### src/rtl/divPkg.sv
package divPkg;
  // Strobes from the sequencer to the datapath; at most one is high per cycle.
  typedef struct packed {
    logic load;   // capture raw operands
    logic prep;   // form magnitudes and sign flags
    logic align;  // shift dividend past skipped groups
    logic iter;   // one restoring step
    logic fix;    // apply signs, publish results
  } divCtrlT;
endpackage

### src/rtl/divDatapath.sv
module divDatapath
  import divPkg::*;
#(
  parameter int WIDTH = 32,
  parameter int GRAIN = 8,
  localparam int NGRP = WIDTH / GRAIN,
  localparam int SKW = $clog2(NGRP)
) (
  input  logic             clk,
  input  logic             rstN,
  input  divCtrlT          ctrl,
  input  logic             isSigned,
  input  logic [WIDTH-1:0] dividend,
  input  logic [WIDTH-1:0] divisor,
  output logic [SKW-1:0]   skipGroups,
  output logic [WIDTH-1:0] quotient,
  output logic [WIDTH-1:0] remainder
);
  logic [WIDTH-1:0] aReg, bReg, quoReg, remReg, dvsReg;
  logic             sgnReg, negQ, negR;
  logic [NGRP-1:0]  grpMatch;

  // A group of k leading bytes is redundant when it equals the sign of what lies below.
  assign grpMatch[0] = 1'b1;
  for (genvar k = 1; k < NGRP; k++) begin : g_match
    logic extBit;
    assign extBit = sgnReg & aReg[WIDTH-1-k*GRAIN];
    assign grpMatch[k] = (aReg[WIDTH-1 -: k*GRAIN] == {(k*GRAIN){extBit}});
  end

  always_comb begin
    skipGroups = '0;
    for (int k = 1; k < NGRP; k++)
      if (grpMatch[k]) skipGroups = SKW'(k);
  end

  logic [WIDTH-1:0] magA, magB;
  assign magA = (sgnReg && aReg[WIDTH-1]) ? (~aReg + 1'b1) : aReg;
  assign magB = (sgnReg && bReg[WIDTH-1]) ? (~bReg + 1'b1) : bReg;

  logic [WIDTH:0] shifted, trial;
  assign shifted = {remReg, quoReg[WIDTH-1]};
  assign trial   = shifted - {1'b0, dvsReg};

  always_ff @(posedge clk or negedge rstN) begin
    if (!rstN) begin
      aReg <= '0; bReg <= '0; sgnReg <= 1'b0;
      quoReg <= '0; remReg <= '0; dvsReg <= '0;
      negQ <= 1'b0; negR <= 1'b0;
      quotient <= '0; remainder <= '0;
    end else begin
      if (ctrl.load) begin
        aReg <= dividend; bReg <= divisor; sgnReg <= isSigned;
      end
      if (ctrl.prep) begin
        quoReg <= magA;
        dvsReg <= magB;
        remReg <= '0;
        negQ   <= sgnReg & (aReg[WIDTH-1] ^ bReg[WIDTH-1]);
        negR   <= sgnReg & aReg[WIDTH-1];
      end
      if (ctrl.align)
        quoReg <= quoReg << (int'(skipGroups) * GRAIN);
      if (ctrl.iter) begin
        if (!trial[WIDTH]) begin
          remReg <= trial[WIDTH-1:0];
          quoReg <= {quoReg[WIDTH-2:0], 1'b1};
        end else begin
          remReg <= shifted[WIDTH-1:0];
          quoReg <= {quoReg[WIDTH-2:0], 1'b0};
        end
      end
      if (ctrl.fix) begin
        quotient  <= negQ ? (~quoReg + 1'b1) : quoReg;
        remainder <= negR ? (~remReg + 1'b1) : remReg;
      end
    end
  end
endmodule

### src/rtl/divControl.sv
module divControl
  import divPkg::*;
#(
  parameter int WIDTH = 32,
  parameter int GRAIN = 8,
  localparam int NGRP = WIDTH / GRAIN,
  localparam int SKW = $clog2(NGRP),
  localparam int CNTW = $clog2(WIDTH + 1)
) (
  input  logic           clk,
  input  logic           rstN,
  input  logic           start,
  input  logic [SKW-1:0] skipGroups,
  output divCtrlT        ctrl,
  output logic           busy,
  output logic           done
);
  typedef enum logic [2:0] {S_IDLE, S_PREP, S_ALIGN, S_ITER, S_FIX} stateT;
  stateT            state;
  logic [CNTW-1:0]  bitsLeft;

  always_comb begin
    ctrl       = '0;
    ctrl.load  = (state == S_IDLE) && start;
    ctrl.prep  = (state == S_PREP);
    ctrl.align = (state == S_ALIGN);
    ctrl.iter  = (state == S_ITER);
    ctrl.fix   = (state == S_FIX);
  end

  assign busy = (state != S_IDLE);

  always_ff @(posedge clk or negedge rstN) begin
    if (!rstN) begin
      state    <= S_IDLE;
      bitsLeft <= '0;
      done     <= 1'b0;
    end else begin
      done <= 1'b0;
      unique case (state)
        S_IDLE:  if (start) state <= S_PREP;
        S_PREP: begin
          bitsLeft <= CNTW'(WIDTH - int'(skipGroups) * GRAIN);
          state    <= (skipGroups != '0) ? S_ALIGN : S_ITER;
        end
        S_ALIGN: state <= S_ITER;
        S_ITER: begin
          bitsLeft <= bitsLeft - 1'b1;
          if (bitsLeft == CNTW'(1)) state <= S_FIX;
        end
        S_FIX: begin
          done  <= 1'b1;
          state <= S_IDLE;
        end
        default: state <= S_IDLE;
      endcase
    end
  end
endmodule

### src/rtl/earlyExitDivider.sv
module earlyExitDivider
  import divPkg::*;
#(
  parameter int WIDTH = 32,
  parameter int GRAIN = 8
) (
  input  logic             clk,
  input  logic             rstN,
  input  logic             start,
  input  logic             isSigned,
  input  logic [WIDTH-1:0] dividend,
  input  logic [WIDTH-1:0] divisor,
  output logic             busy,
  output logic             done,
  output logic [WIDTH-1:0] quotient,
  output logic [WIDTH-1:0] remainder
);
  localparam int SKW = $clog2(WIDTH / GRAIN);

  divCtrlT        ctrl;
  logic [SKW-1:0] skipGroups;

  divControl #(.WIDTH(WIDTH), .GRAIN(GRAIN)) u_ctrl (
    .clk(clk), .rstN(rstN), .start(start), .skipGroups(skipGroups),
    .ctrl(ctrl), .busy(busy), .done(done)
  );

  divDatapath #(.WIDTH(WIDTH), .GRAIN(GRAIN)) u_dp (
    .clk(clk), .rstN(rstN), .ctrl(ctrl), .isSigned(isSigned),
    .dividend(dividend), .divisor(divisor), .skipGroups(skipGroups),
    .quotient(quotient), .remainder(remainder)
  );
endmodule

### config.mk
export PLATFORM = sky130hd
export DESIGN_NAME = earlyExitDivider
export DESIGN_NICKNAME = d
export VERILOG_FILES = /design/src/rtl/divPkg.sv /design/src/rtl/divDatapath.sv /design/src/rtl/divControl.sv /design/src/rtl/earlyExitDivider.sv
export SDC_FILE = /design/constraint.sdc
export NUM_CORES = 1
export LEC_CHECK = 0
export BUFFER_PORTS_ARGS = -buffer_cell sky130_fd_sc_hd__clkbuf_2
export CAP_MARGIN = 5
export CORE_ASPECT_RATIO = 1.25
export CORE_MARGIN = 5
export CORE_UTILIZATION = 25
export CTS_CLUSTER_SIZE = 10
export DETAILED_ROUTE_END_ITERATION = 8
export HOLD_SLACK_MARGIN = 0.06
export PLACE_DENSITY = 0.37
export SLEW_MARGIN = 20
export SYNTH_ARGS = -nofsm -noshare
export SYNTH_HDL_FRONTEND = slang
export SYNTH_SLANG_ARGS = --single-unit
### constraint.sdc
create_clock -name clk -period 7.75 [get_ports clk]
set_input_delay 1.55 -clock clk [delete_from_list [all_inputs] [get_ports clk]]
set_output_delay 1.55 -clock clk [all_outputs]
set_load 0.01 [all_outputs]
# After elaboration in Yosys (flattened, before gate mapping)
# Cells that the tools add are included.
# word_totals
reg_bits	237
elab_cells	70
in_bits	68
out_inout_bits	66
# classes
n_eq_ne	10
addsub	7
reduce_logical	9
n_shift	1
n_mux	20
bitwise	10
# ops
cell	count
32-bit two-way mux	10
32-bit by 1-bit adder with 32-bit output, second input constant	4
32-bit NOT	4
33-bit by 32-bit subtractor with 33-bit output	1
32-bit by 5-bit left shift with 32-bit output	1
24-bit equality test	1
16-bit equality test	1
3-bit one-hot mux with 4 select lines	1
6-bit one-hot mux with 2 select lines	1
8-bit equality test	1
3-bit by 2-bit equality test with 1-bit output, second input constant	2
6-bit by 1-bit equality test with 1-bit output, second input constant	1
3-bit two-way mux	2
3-bit nonzero test	2
6-bit by 1-bit subtractor with 6-bit output, second input constant	1
6-bit by 5-bit subtractor with 6-bit output, first input constant	1
1-bit bitwise AND	5
1-bit two-way mux	4
2-bit two-way mux	2
2-bit nonzero test	2
3-bit by 1-bit equality test with 1-bit output, second input constant	1
3-bit equality test, second input constant	1
1-bit logical AND	3
3-bit logical NOT	1
4 further kinds	4

# Logic depth before layout (Yosys ltp)
# Gate-level depths: netlist (run 1).
# depth
depth_word	8
depth_mapped	14
ltp_nobuf	12

# Hierarchy
# Synthesis (run 1) repeated with hierarchy kept, for this count alone.
# unflattened
cells_unflattened	1585
hier_area_um2	14272.4
# modules_own_cells
module	area_each_um2	seq_area_each_um2	cells_each	n_inst
divDatapath	13649.3	5680.4	1523	1
divControl	623.1	250.2	62	1

# Worst setup path before layout (run 1)
# OpenSTA, ideal clock, no wires.
# synth_path
path_kind	reg-to-reg
from	register u_dp.aReg[16]
to	register u_dp.quoReg[21]
path_stages_with_launch	14
setup_slack_ns	4.583
required_time_ns	7.655
setup_time_ns	0.095
arrival_time_ns	3.072
path_buffers	3
synth_period_minus_slack_ns	3.167
path_cell_list	dfrtp_1 or3_4 or3_4 or2_4 a31o_2 nor2_4 buf_6 ha_1 nor2_1 nor2_1 clkbuf_1 clkbuf_1 nand2_1 o31ai_1
# synth_via
elab_chain_cells	6
word_cells_on_any_way	11
cone_classes	1 x add/sub; 2 x eq/ne; 1 x shift; 6 x mux; 1 x bitwise
# synth_lines
item	line	text
start: declaration	divDatapath.sv:19	logic [WIDTH-1:0] aReg, bReg, quoReg, remReg, dvsReg;
start signal: assignment	divDatapath.sv:53	aReg <= dividend; bReg <= divisor; sgnReg <= isSigned;
32-bit NOT or 16-bit equality test (tied branches)	divDatapath.sv:38, divDatapath.sv:28	
32-bit by 1-bit adder with 32-bit output or 2-bit two-way mux (tied branches)	divDatapath.sv:38, divDatapath.sv:34	
32-bit two-way mux or 2-bit two-way mux (tied branches)	divDatapath.sv:38, divDatapath.sv:34	
32-bit two-way mux or 32-bit by 5-bit left shift with 32-bit output (tied branches)	divDatapath.sv:55, divDatapath.sv:63	
32-bit two-way mux *	divDatapath.sv:62	if (ctrl.align)
32-bit two-way mux *	divDatapath.sv:64	if (ctrl.iter) begin
end signal: assignment	divDatapath.sv:56	quoReg <= magA;
end signal: assignment	divDatapath.sv:63	quoReg <= quoReg << (int'(skipGroups) * GRAIN);
end signal: assignment	divDatapath.sv:67	quoReg <= {quoReg[WIDTH-2:0], 1'b1};
end: declaration	divDatapath.sv:19	
# Mark *: on every way between the ends. The rest lies on a longest branch, timed or not. The select of a mux whose other input is x is not followed.
# A chain may end at the register's enable or synchronous reset.

# Worst setup path after layout (run 1)
# layout_path
from	register u_dp.aReg[16]
to	register u_dp.quoReg[29]
# Same word-level chain as after synthesis.

==> results of run 1 <==
flip-flops by register name, summed over array words and instances, names as in the netlist, 3 cells and up:
name	flops
u_dp.remainder	32
u_dp.dvsReg	32
u_ctrl.bitsLeft	6
u_dp.quotient	32
u_dp.quoReg	32
u_dp.remReg	32
u_dp.bReg	32
u_dp.aReg	32
u_ctrl.state	3
report_power, final:
part / leakage, nW / total (mW) / internal, mW / switching [mW]
Clock: 0.473 / 1.38 / 0.816 / 0.566
Sequential: 3.05 / 2.24 / 1.61 / 0.630
Combinational: 3.61 / 3.57 / 1.52 / 2.05
Total: 7.13 / 7.20 / 3.94 / 3.25
cell usage in the layout (no fill, tap or decap), types with 28 or more instances in the layout:
| cell | n |
|---|---|
| a21oi_1 | 84 |
| clkbuf_16 | 31 |
| clkbuf_2 | 132 |
| dfrtp_1 | 237 |
| ha_1 | 39 |
| inv_1 | 54 |
| mux2_2 | 61 |
| mux2i_1 | 31 |
| nand2_1 | 213 |
| nor2_1 | 74 |
| o21ai_0 | 197 |
| o31ai_1 | 28 |
| xnor2_1 | 57 |
| xor2_1 | 88 |
critical path: cells and delay by family, from the launching register on:
| family | cells | cell delay (ns) |
|---|---|---|
| AO/OA/AOI/OAI | 3 | 0.57 |
| adder cells (fa/ha/maj) | 1 | 0.30 |
| flip-flops | 1 | 0.46 |
| AND/OR/NAND/NOR | 7 | 2.27 |
cells by family (layout without fill, tap and decap cells):
family / count (synthesis) / after routing / share of synthesized area (%)
compound gates: 461 / 461 / 19.84
xor+xnor: 146 / 146 / 9.023
fa+ha+maj: 40 / 40 / 3.564
buf+inv: 146 / 253 / 4.046
flops: 237 / 237 / 41.60
mux: 93 / 93 / 7.101
simple gates: 448 / 448 / 14.82
area by class of cell:
type | instances | share of cell area, %
well taps | 742 | 5.607
clock buffers | 46 | 5.388
repair buffers | 144 | 4.579
multi-input cells | 1188 | 46.96
inverters | 56 | 1.285
flip-flops and latches | 237 | 35.82
clock inverters | 7 | 0.3627
final timing paths:
| path | endpoint | cells past startpoint |
|---|---|---|
| worst max-delay path | u_dp.quoReg[29] | 11 |
| worst min-delay path | u_dp.dvsReg[10] | 2 |
| worst max register to register | u_dp.quoReg[29] | 11 |
| worst min register to register | u_dp.dvsReg[10] | 2 |
| max in group asynchronous | u_dp.remainder[31] | 2 |
| min in group asynchronous | u_dp.quotient[19] | 1 |
stage by stage:
stage	std cells	instance area, um2	worst slack (ns)	power [mW]	util (%)
global placement	2367	15600	3.664	5.858	27.70
finish	2420	16560	3.953	7.195	29.40
CTS	2420	16550	3.928	7.315	29.39
global route	2420	16560	3.685	7.813	29.40
detailed placement	2367	15600	3.979	5.879	27.70
floorplan	1571	14250	4.583	4.796	-
routing by layer:
metal / part of all wire (%) / wire (um) / global-route usage [%]
met5: 0 / 0 / 0
met4: 3.2 / 1462 / 4.667
met3: 3.4 / 1571 / 1.760
met2: 52 / 24120 / 26.68
met1: 41 / 19220 / 17.96
==> flow_metrics.py, run 1 <==
metrics = {
    "worst_setup_path": {
        "r2r-start": "u_dp.aReg[16]",
        "cp_max_fo": 20,
        "critPathLaunch": "u_dp.aReg[16]",
        "arrival_ns": 4.21,
        "critPathSlowestCell": "nor2_2",
        "cp_slowest_stage_delay_ns": 0.58,
        "worstSetupStartpointType": "register",
        "worstPathRequired_ns": 8.16,
        "worst-setup-path-type": "register to register",
        "crit_chain": "or3_4 > or3_4 > or2_4 > a31o_2 > nor2_4 > ha_1 > nor2_1 > nor2_2 > nor2_1 > o221ai_1 > o311ai_0",
        "rrSetupSlack_ns": 3.95,
        "end_kind": "register",
    },
    "global_routing": {
        "grt_pass1_vias": 11970,
        "overflow": 0,
        "grt_pass1_wl_um": 73090,
        "antenna_found_initial": 0,
        "grtUsageTotal_pct": 14.66,
        "grt_start_max_net_pins": 112,
    },
    "worst_hold_path": {
        "holdCritStartpoint": "u_dp.dvsReg[10]",
        "hp-class": "register to register",
    },
    "outcome": {
        "status": "finished, final reports clean",
    },
    "pwr": {
        "ir_worst_vdd_uv": 312.2,
        "p_leak_nw": 7.135,
        "power_density_nw_per_um2": 434.6,
    },
    "job": {
        "cap_violations": 0,
    },
    "floorplan": {
        "io_pins": 134,
        "start_util_pct": 25.31,
        "die-area_um2": 61930,
        "row_count": 97,
        "coreArea_um2": 56310,
        "die_w_um": 223.6,
        "die_y_um": 277.0,
    },
    "drt": {
        "post-route-drc-count": 0,
        "viasPerCell": 4.825,
        "wl_um": 46370,
        "ant_nets": 0,
        "dr.pass1.iters": 5,
        "vias": 11680,
        "wl_per_cell_um": 19.16,
        "drt-initial-drc-count": 613,
    },
    "synth": {
        "syn_inst": 1571,
        "yosys.area.top_type": "dfrtp_1",
        "ys.flop_type": "dfrtp_1",
        "netlist_top_cells_count": "dfrtp_1, nand2_1, o21ai_0",
        "yosys.cell_count.top_type": "dfrtp_1",
        "synth-edff-count": 0,
        "ys_seq_area_share_pct": 41.60,
        "ys_warn_count": 0,
        "synth_nets": 1679,
        "ys_seq_elements": 237,
        "yosys.area.top_type_share_pct": 41.60,
        "synth.area.top_cells": "dfrtp_1, o21ai_0, nand2_1",
        "yosysUniqueCellTypes": 76,
        "syn_area_per_cell_um2": 9.074,
        "synth_area_um2": 14250,
        "async_flop_share_pct": 100.0,
    },
    "sta": {
        "final.min_clock_period_ns": 3.797,
        "tns_ns": 0,
        "whs_ns": 0.4770,
        "grt_setup_unrepaired": "no",
        "maxSlewHeadroom_pct": 32.07,
        "skew_ns": 0.01841,
        "tightestPinTransition_ns": 1.019,
        "drv_slew": 0,
        "final.period_utilization_pct": 48.99,
        "setup_viol": 0,
        "timing.fmax_ghz": 0.2634,
        "final_hold_viol_count": 0,
    },
    "finish": {
        "drive_gt1_share_pct": 16.92,
        "fin_nets": 1766,
        "n_antenna_cell": 0,
        "seqCellArea_um2": 5931,
        "synthToLayoutAreaGrowth_pct": 16.15,
        "n_fill_cell": 6073,
        "multi_input_area_um2": 7775,
    },
    "clock_tree": {
        "cts_max_level": 1,
        "cts_tree": "done",
        "post_cts.repair.setup_buffers": 0,
        "ctsHoldBuffers": 0,
        "clock_latency_ns": 0.57,
        "clk_pin_slew_ns": 0.06,
        "cts.sinks": 237,
        "clk_path_buf_depth": 3,
        "cts_made_buffers": 31,
        "cts_resized": 0,
        "ctsRootBufferMaster": "clkbuf_16",
    },
    "placed_design": {
        "gp_congestion": 0.8927,
        "numPortBuffers": 133,
        "hpwlAfterDp_um": 34470,
    },
}
Power figures use the tool's default switching activity.
==> run 2, diff against run 1 <==
clock period = 3.5 ns   (was 7.75 ns; I/O delays follow)
==> run 2 against run 1 <==
Against the previous run: critical path depth is 3 lower; sequential share of layout area shrank 0.93 points; worst hold slack got worse by 0.13 ns; largest cell class unchanged; highest routed layer unchanged.
==> flow_metrics.py, run 2 (synthesized netlist as in run 1, its figures left out) <==
metrics = {
    "pwr": {
        "ir_worst_vdd_uv": 479.7,
        "p_leak_nw": 7.391,
        "power_density_nw_per_um2": 967.9,
    },
    "finish": {
        "n_antenna_cell": 0,
        "final_common_cell": "dfrtp_1",
        "finalInstanceArea_um2": 17000,
        "multi_input_area_um2": 7772,
        "n_fill_cell": 6015,
        "instances_no_fill": 2467,
        "synthToLayoutAreaGrowth_pct": 19.24,
        "utilization_pct": 30.18,
        "drive_gt1_share_pct": 19.13,
        "seqCellArea_um2": 5931,
        "final_cell_mix": "dfrtp_1, nand2_1, o21ai_0, clkbuf_2, xor2_1",
        "fin_nets": 1814,
    },
    "floorplan": {
        "row_count": 97,
        "die_w_um": 223.6,
        "start_util_pct": 25.31,
        "coreArea_um2": 56310,
        "die_y_um": 277.0,
        "io_pins": 134,
        "die-area_um2": 61930,
    },
    "drt": {
        "dr.pass1.iters": 6,
        "vias": 11870,
        "drt-initial-drc-count": 567,
        "wl_um": 47310,
        "wl_per_cell_um": 19.18,
        "ant_nets": 0,
        "post-route-drc-count": 0,
        "viasPerCell": 4.811,
    },
    "sta": {
        "grt_setup_unrepaired": "no",
        "tns_ns": 0,
        "skew_ns": 0.01171,
        "drv_slew": 0,
        "timing.fmax_ghz": 0.3128,
        "setup_viol": 0,
        "final.min_clock_period_ns": 3.196,
        "final_hold_viol_count": 0,
        "worst_slack_ns": 0.3035,
        "tightestPinTransition_ns": 1.004,
        "maxSlewHeadroom_pct": 32.93,
        "final.period_utilization_pct": 91.33,
    },
    "clock_tree": {
        "clk_path_buf_depth": 3,
        "post_cts.repair.setup_buffers": 0,
        "ctsRootBufferMaster": "clkbuf_16",
        "cts.sinks": 237,
        "cts_max_level": 1,
        "clock_latency_ns": 0.57,
        "cts_tree": "done",
        "cts_made_buffers": 30,
        "clk_pin_slew_ns": 0.06,
    },
    "worst_hold_path": {
        "holdCritStartpoint": "divisor[18]",
        "hp-class": "input port to register",
    },
    "placed_design": {
        "numPortBuffers": 133,
        "hpwlAfterDp_um": 36140,
        "gp_congestion": 0.8736,
        "dp_slack_ns": 0.2620,
        "place_inst": 2415,
        "postPlaceCellArea_um2": 16020,
    },
    "global_routing": {
        "overflow": 0,
        "grt_start_max_net_pins": 83,
        "grt_pass1_vias": 12120,
        "antenna_found_initial": 0,
        "grtUsageTotal_pct": 14.86,
        "grt_pass1_wl_um": 73500,
    },
    "worst_setup_path": {
        "worstSetupStartpointType": "register",
        "end_kind": "register",
        "critPathLaunch": "u_dp.aReg[20]",
        "worst-setup-path-type": "register to register",
        "worstPathRequired_ns": 3.93,
        "arrival_ns": 3.62,
        "r2r-start": "u_dp.aReg[20]",
        "cp_max_fo": 11,
    },
    "outcome": {
        "status": "finished, final reports clean",
    },
    "job": {
        "cap_violations": 0,
    },
}
==> run 2: cell count changes in the layout (fill, tap and decap cells not counted), sizes merged <==
cell         previous run  this run
dlygate4sd3             0         1
bufinv                  1         0
clkinv                  7         2
clkbuf                178       182
buf                    12        60
==> run 2: repair_timing <==
item	CTS	global route
hold buffers	1	0
endpoints found under the setup margin	0	10
endpoints found under the hold margin	13	0
resized for setup	0	1
==> run 2: cell type report <==
cell class | count | share of cell area, %
Multi-Input combinational cell | 1188 | 45.73
Inverter | 56 | 1.251
Clock inverter | 1 | 0.02944
Sequential cell | 237 | 34.89
Clock buffer | 50 | 5.631
Tap cell | 742 | 5.462
Timing Repair Buffer | 193 | 7.008
==> run 2: per-stage QoR <==
stage / hold slack (ns) / total power [mW]
4_1_cts: 0.2962 / 16.72
6_report: 0.3432 / 16.45
2_1_floorplan: 0.4044 / 10.62
5_1_grt: 0.3258 / 17.83
3_3_place_gp: 0.4646 / 13.52
3_5_place_dp: 0.4713 / 13.50
==> run 2: power breakdown <==
group	switching (mW)	total, mW	internal, mW
sequential	1.09	4.66	3.57
clock	1.23	3.06	1.83
combinational	5.02	8.73	3.71
==> run 2: worst paths after layout <==
kind | to | slack, ns | cells past startpoint
worst max-delay path | u_dp.quoReg[31] | 0.30 | 8
worst min-delay path | u_dp.bReg[18] | 0.34 | 3
worst max register to register | u_dp.quoReg[31] | 0.30 | 8
worst min register to register | u_dp.dvsReg[6] | 0.47 | 2
max in group asynchronous | u_dp.dvsReg[25] | 2.23 | 3
min in group asynchronous | u_dp.quotient[16] | 0.55 | 2
==> run 2: critical path, stage by stage, from the launching register on <==
cell,delay [ns]
dfrtp_1,0.43
or3_4,0.40
or3_4,0.37
or2_4,0.28
a31o_2,0.29
nor2_4,0.33
mux2_4,0.36
a221oi_1,0.42
o32ai_1,0.18
==> run 2: metal layers <==
metal / track usage [%] / up-vias / part of all wire [%]
li1: - / 5879 / -
met5: 0 / - / 0
met4: 5.720 / 0 / 4.1
met1: 17.80 / 5673 / 41
met3: 1.739 / 84 / 3.0
met2: 27.04 / 232 / 51
